### src/rtl/fsk_synth_core.sv
`timescale 1ns/1ps
module fsk_synth_core #(
  parameter int NW     = 12,
  parameter int MW     = 10,
  parameter int PRE    = 16,
  parameter int LOCK_N = 16
) (
  input  logic          clk,
  input  logic          rst_n,
  input  logic          pwr_dn,
  input  logic          ref_en,
  input  logic          vco_en,
  input  logic          tx_mode,
  input  logic [1:0]    mod_mode,
  input  logic          fsk_data,
  input  logic [NW-1:0] n0,
  input  logic [MW-1:0] m0,
  input  logic [NW-1:0] n1,
  input  logic [MW-1:0] m1,
  output logic          ref_tick,
  output logic          fb_tick,
  output logic          pump_up,
  output logic          pump_dn,
  output logic          locked
);
  localparam int PW = $clog2(PRE);
  localparam int LW = $clog2(LOCK_N + 1);
  localparam logic [MW-1:0] M_ONE   = MW'(1);
  localparam logic [NW-1:0] N_ONE   = NW'(1);
  localparam logic [PW-1:0] PRE_TOP = PW'(PRE - 1);
  localparam logic [LW-1:0] LK_TOP  = LW'(LOCK_N);

  logic [MW-1:0] m_act, rcnt;
  logic [NW-1:0] n_act, ncnt;
  logic [PW-1:0] pcnt;
  logic [1:0]    wcnt;
  logic [LW-1:0] lcnt;
  logic          up_q, dn_q;

  wire use_p1 = tx_mode && (mod_mode == 2'b01) && fsk_data;
  wire [NW-1:0] n_sel = use_p1 ? n1 : n0;
  wire [MW-1:0] m_sel = use_p1 ? m1 : m0;

  wire pre_tc = !pwr_dn && vco_en && (pcnt == PRE_TOP);
  assign ref_tick = !pwr_dn && ref_en && (rcnt == m_act - M_ONE);
  assign fb_tick  = pre_tc && (ncnt == n_act - N_ONE);

  wire pend_up  = up_q || ref_tick;
  wire pend_dn  = dn_q || fb_tick;
  wire cmp_done = pend_up && pend_dn;
  wire strobe_in = ref_en && (up_q || dn_q);
  wire wide     = wcnt[1] || (wcnt != 2'd0 && strobe_in);

  always_ff @(posedge clk or negedge rst_n) begin
    if (!rst_n) begin
      m_act <= '0; n_act <= '0;
      rcnt  <= '0; ncnt  <= '0; pcnt <= '0;
    end else if (pwr_dn) begin
      m_act <= m_sel; n_act <= n_sel;
      rcnt  <= '0; ncnt  <= '0; pcnt <= '0;
    end else begin
      if (ref_tick) begin
        rcnt  <= '0;
        m_act <= m_sel;
      end else if (ref_en) begin
        rcnt <= rcnt + M_ONE;
      end
      if (vco_en) pcnt <= pcnt + PW'(1);
      if (fb_tick) begin
        ncnt  <= '0;
        n_act <= n_sel;
      end else if (pre_tc) begin
        ncnt <= ncnt + N_ONE;
      end
    end
  end

  always_ff @(posedge clk or negedge rst_n) begin
    if (!rst_n) begin
      up_q <= 1'b0; dn_q <= 1'b0; wcnt <= '0; lcnt <= '0;
    end else if (pwr_dn) begin
      up_q <= 1'b0; dn_q <= 1'b0; wcnt <= '0; lcnt <= '0;
    end else begin
      up_q <= pend_up && !cmp_done;
      dn_q <= pend_dn && !cmp_done;
      if (cmp_done)                 wcnt <= '0;
      else if (strobe_in && !wcnt[1]) wcnt <= wcnt + 2'd1;
      if (cmp_done) begin
        if (wide)                 lcnt <= '0;
        else if (lcnt != LK_TOP)  lcnt <= lcnt + LW'(1);
      end
    end
  end

  assign pump_up = up_q;
  assign pump_dn = dn_q;
  assign locked  = (lcnt == LK_TOP);
endmodule

### config.mk
export PLATFORM = sky130hd
export DESIGN_NAME = fsk_synth_core
export DESIGN_NICKNAME = d
export VERILOG_FILES = /design/src/rtl/fsk_synth_core.sv
export SDC_FILE = /design/constraint.sdc
export NUM_CORES = 1
export LEC_CHECK = 0
export ABC_CLOCK_PERIOD_IN_PS = 4500
export BUFFER_PORTS_ARGS = -buffer_cell sky130_fd_sc_hd__buf_2
export CAP_MARGIN = 20
export CORE_AREA = 8 8 88 90
export DETAILED_ROUTE_END_ITERATION = 10
export DIE_AREA = 0 0 96 98
export PLACE_DENSITY_LB_ADDON = 0.05
export SETUP_SLACK_MARGIN = 0.3
export SYNTH_ARGS = -nofsm -noshare
export SYNTH_HDL_FRONTEND = slang
export SYNTH_SLANG_ARGS = --single-unit
export TNS_END_PERCENT = 1
### constraint.sdc
create_clock -name clk -period 4.5 [get_ports clk]
set_input_delay 0.9 -clock clk [delete_from_list [all_inputs] [get_ports clk]]
set_output_delay 0.9 -clock clk [all_outputs]
set_load 0.005 [all_outputs]
Word level (Yosys, flattened, before mapping):

Cells that the tools add are included.

* bits in registers: 57
* bits of input ports: 53
* output and inout bits: 5
* logic and storage cells: 75

* add/sub/neg operators: 7
* eq/ne operators: 6
* muxes and demuxes: 23
* reductions and logical operators: 30

Operators by type and width (number)
* 12-bit two-way mux: 6
* 10-bit two-way mux: 6
* 5-bit two-way mux: 4
* 1-bit logical AND: 13
* 12-bit by 1-bit adder with 12-bit output (second input constant): 1
* 12-bit == test: 1
* 3-bit nonzero test: 4
* 12-bit by 1-bit subtractor with 12-bit output (second input constant): 1
* 10-bit by 1-bit adder with 10-bit output (second input constant): 1
* 10-bit == test: 1
* 2-bit nonzero test: 5
* 10-bit by 1-bit subtractor with 10-bit output (second input constant): 1
* 4-bit two-way mux: 2
* 2-bit two-way mux: 3
* 5-bit by 1-bit adder with 5-bit output (second input constant): 1
* 5-bit == test (second input constant): 1
* 5-bit != test (second input constant): 1
* 4-bit by 1-bit adder with 4-bit output (second input constant): 1
* 4-bit == test (second input constant): 1
* 1-bit logical OR: 4
* 1-bit zero test: 3
* 2-bit by 1-bit adder with 2-bit output (second input constant): 1
* 2-bit by 1-bit == test with 1-bit output (second input constant): 1
* 1-bit two-way mux: 2
* 2-bit AND reduction: 1

Longest topological paths before layout:

* word-level depth: 9
* gate-level depth with buffers: 12
* depth with buffers taken out: 9

Worst setup path after synthesis:

OpenSTA, ideal clock, no wires.

* kind: in2out
* start point: input port pwr_dn
* end point: output port fb_tick
* data arrival time: 2.142 ns
* data required time: 3.600 ns
* setup slack: 1.458 ns
* stages on the path: 5
* path buffers: 1
* cells stage by stage: clkbuf_1 -> nor3_4 -> nor4b_1 -> nand4_1 -> nor4_2

* word-level cells in the longest chain between the ends: 4

Ends and longest elaborated chain
* start: declaration: RTL line 10 `input logic pwr_dn,`
* 1-bit zero test: RTL line 44 `wire pre_tc = !pwr_dn && vco_en && (pcnt == PRE_TOP);`
* 1-bit logical AND (2 in a row): RTL line 44
* 1-bit logical AND: RTL line 46 `assign fb_tick = pre_tc && (ncnt == n_act - N_ONE);`
* end: declaration: RTL line 21 `output logic fb_tick,`

No other way between the ends.

Final worst setup path:

* start point: register n_act[0]
* end point: output port fb_tick

* word-level cells in the longest chain between the ends: 3

Ends and longest elaborated chain
* start: declaration: RTL line 34 `logic [NW-1:0] n_act, ncnt;`
* start signal: assignment: RTL line 59 `m_act <= m_sel; n_act <= n_sel;`
* start signal: assignment: RTL line 71 `n_act <= n_sel;`
* 12-bit by 1-bit subtractor with 12-bit output: RTL line 46
* 12-bit == test: RTL line 46
* 1-bit logical AND: RTL line 46

No other way between the ends.

==> Implementation_results.wiki <==
{| class="wikitable"
! Metric !! Value
|-
| Leading post-synthesis cells by cell area || sky130_fd_sc_hd__dfrtp_1, sky130_fd_sc_hd__mux2_2, sky130_fd_sc_hd__xor2_1
|-
| Series of cell instances along the critical path || inv_1, ha_1, nor3b_1, nand2_1, o311ai_0, nor2_1, nor4_2, buf_2
|-
| Worst clock skew || around 0.0077 ns
|-
| Number of vias after detailed routing || around 2800
|-
| Min Clock Period, post-route || 3.37 ns
|-
| Unrepaired setup endpoints after global routing || false
|-
| Input/output buffers || between 50 and 60
|-
| Total track usage || 0.172
|-
| Final Core Density || 0.634
|-
| Remaining design rule violation count || 0
|-
| Leak pwr || around 2 nW
|-
| Maximum single-stage delay on the critical path || 0.44 ns
|-
| Initial DRC Count || 74
|-
| Run status || finished, final reports clean
|-
| Number of cells produced by synthesis || 360
|-
| Count of nets left with antenna violations after detail routing || 0
|-
| Effective utilization at floorplan || 0.560
|-
| Max Fclk || between 0.2 and 0.3 GHz
|-
| Post-layout instance count excluding filler cells || approximately 500
|-
| Post-synthesis async set-or-reset flop share || 1.00
|-
| Worst setup slack after placement || approximately 0.98 ns
|-
| Clock slew at reported path FFs || 0.06 ns
|-
| I/O Pins || 58
|-
| Mean area per synthesized cell || 10.1 um2
|-
| Transition time at the pin with the least slew margin || ~0.91 ns
|-
| Layout overhead on the synthesized area || 13.3%
|-
| CP required || approximately 3.6 ns
|-
| Setup violations, final || 0
|-
| Avg Vias per Cell || approximately 5.5
|-
| Standard cell with the maximum stage delay on the critical path || sky130_fd_sc_hd__dfrtp_1
|-
| Total buffers and inverters traversed by the critical path || 2
|-
| WHS || roughly 0.52 ns
|-
| Critical path's top delay family || simple AND/OR/NAND/NOR gates
|-
| Number of buffers added by the clock tree synthesis step || 9
|-
| Hpwl dp || between 5000 and 6000 um
|-
| Synth top area share || 0.393
|-
| Max FO, Critical Path || 5
|-
| Placer's final routability congestion estimate || slightly above 0.8
|-
| Post-Syn Area || approximately 0.0036 mm2
|-
| Clk Latency, worst-skew pair || between 0.3 and 0.4 ns
|-
| Placed instance count || 487
|-
| Endpoints failing hold || 0
|-
| Diodes inserted || 0
|-
| Number of synthesized flops with an enable pin || 0
|-
| Number of buffers on the longest clock path || 2
|-
| Core outline area || approximately 0.0065 mm2
|-
| Number of antenna violations at the first check in global routing || 0
|-
| Dominant cell type by area after synthesis || sky130_fd_sc_hd__dfrtp_1
|-
| Worst hold path type || register to register
|-
| Core Rows || 30
|-
| Maximum number of pins on one net before global-route repair || 30
|-
| Final worst slack || 1.13 ns
|-
| Overflow left after global routing || 0
|-
| Worst Setup Start Kind || register
|-
| Peak VDD IR || 0.000176 V
|-
| Number of warning messages in the yosys log || 0
|-
| Post-cts gate resize count || 0
|-
| Ratio of cells with drive above 1 in the final layout || 0.280
|-
| Post-synth top flop || sky130_fd_sc_hd__dfrtp_1
|-
| #FFs+latches synth || 57
|-
| Setup repair bufs after CTS || 0
|-
| Mean routed wirelength per cell || approximately 15 um
|-
| Commonest non-fill, non-tap cells in the layout || sky130_fd_sc_hd__buf_2, sky130_fd_sc_hd__dfrtp_1, sky130_fd_sc_hd__nor2_1
|-
| Die outline height || 98 um
|-
| Sum of negative setup slack || 0 ns
|-
| Horizontal die dimension || ~96 um
|-
| Pre-antenna DRT Iters || 4
|-
| Wire length of the first global-routing pass || about 13000 um
|-
| Number of max-capacitance violations reported || 0
|-
| Capturing element type of the critical path || output pin
|-
| Worst rel slew slack || 0.387
|-
| CTS root buffer || sky130_fd_sc_hd__clkbuf_8
|-
| CTS H-tree depth || 3
|-
| Number of sinks handled by clock tree synthesis || 57
|-
| PwrDens || 281 mW/mm2
|-
| Yosys cell types || 59
|-
| Vias in the first global route || roughly 2900
|-
| Cts hold-fix bufs || 0
|-
| NumNets Final || 479
|-
| WL final || around 7600 um
|-
| Arrival time at the worst endpoint || ~2.5 ns
|-
| Die footprint || 0.00941 mm2
|-
| WS Path Type || register to output pin
|-
| Sequential-to-total area share from yosys stat || 0.393
|-
| Portion of the clock cycle consumed by the worst path in the final layout || 0.749
|-
| Final count of pins violating max slew || 0
|-
| TritonCTS clock tree || yes
|-
| Net count after synthesis || approximately 420
|}
area by class of cell:
cell class	count	area [um2]
multi-input cells	272	2050
clock inverters	4	20.0
flip-flops and latches	57	1430
well taps	80	100
inverters	18	67.6
clock buffers	11	141
repair buffers	60	308
fillers	554	2380
state kept, by name (all words and copies together), names as in the netlist:
signal	flops
n_act	12
ncnt	12
m_act	10
rcnt	10
lcnt	5
pcnt	4
wcnt	2
pump_dn	1
pump_up	1
worst paths after layout:
path	slack, ns	cells after the start	startpoint	to
max in group asynchronous	3.08	2	rst_n	lcnt[3]
min in group asynchronous	0.59	1	rst_n	n_act[7]
worst max-delay path	1.13	8	n_act[0]	fb_tick
worst max register to register	1.32	9	n_act[0]	n_act[3]
worst min-delay path	0.52	1	pump_up	pump_dn
worst min register to register	0.52	1	pump_up	pump_dn
metal layers:
metal / part of all wire / vias up / GRT usage
met5: 0 / - / 0
met4: 0.014 / 0 / 0.0568
met3: 0.036 / 9 / 0.0453
met2: 0.51 / 43 / 0.291
met1: 0.44 / 1339 / 0.204
li1: - / 1378 / -
where the power goes:
| part | leakage, nW | switching, W | total, W | internal, W |
|---|---|---|---|---|
| registers | 0.743 | 0.0000379 | 0.000576 | 0.000538 |
| clock network | 0.0887 | 0.000200 | 0.000408 | 0.000208 |
| logic | 1.13 | 0.0000823 | 0.000174 | 0.0000912 |
| total | 1.96 | 0.000320 | 0.00116 | 0.000837 |
metrics by stage:
step	instance area [um2]	total power, W
6_report	4120	0.00116
5_1_grt	4120	0.00122
4_1_cts	4120	0.00117
3_5_place_dp	3960	0.000761
3_3_place_gp	3960	0.000757
2_1_floorplan	3630	0.000702
cells by family (layout without fill, tap and decap cells):
family,Yosys count,in the layout,share of synthesized area
buf+inv,31,93,0.0424
mux,47,47,0.144
compound gates,33,33,0.0734
xor+xnor,45,45,0.112
flops,57,57,0.393
simple gates,139,139,0.208
fa+ha+maj,8,8,0.0275
synthesized netlist by cell type, types with 2 or more instances:
cell                        count
sky130_fd_sc_hd__mux2i_1       15
sky130_fd_sc_hd__and3b_1        2
sky130_fd_sc_hd__nand3_1       11
sky130_fd_sc_hd__and3_1         4
sky130_fd_sc_hd__dfrtp_1       57
sky130_fd_sc_hd__a21oi_1        6
sky130_fd_sc_hd__nor2_1        37
sky130_fd_sc_hd__nand2b_1       9
sky130_fd_sc_hd__o21ai_0        3
sky130_fd_sc_hd__clkbuf_1       6
sky130_fd_sc_hd__o2111ai_1      2
sky130_fd_sc_hd__xor2_1        25
sky130_fd_sc_hd__xnor2_1       19
sky130_fd_sc_hd__ha_1           8
sky130_fd_sc_hd__a211oi_1       2
sky130_fd_sc_hd__nor3_1         9
sky130_fd_sc_hd__buf_6          2
sky130_fd_sc_hd__o311ai_0       2
sky130_fd_sc_hd__nand4_1        7
sky130_fd_sc_hd__mux2_2        29
sky130_fd_sc_hd__nor4_2         2
sky130_fd_sc_hd__nor3b_1        5
sky130_fd_sc_hd__or2_2          4
sky130_fd_sc_hd__nor4_1         4
sky130_fd_sc_hd__nor2b_1        4
sky130_fd_sc_hd__nor4b_1        3
sky130_fd_sc_hd__mux2_4         3
sky130_fd_sc_hd__inv_1         18
sky130_fd_sc_hd__a31oi_1        2
sky130_fd_sc_hd__buf_2          2
sky130_fd_sc_hd__nand2_1       26
sky130_fd_sc_hd__nand3b_1       3
sky130_fd_sc_hd__a31o_1         2
sky130_fd_sc_hd__a311oi_1       2
No activity file was read; power rests on OpenSTA's default activity.
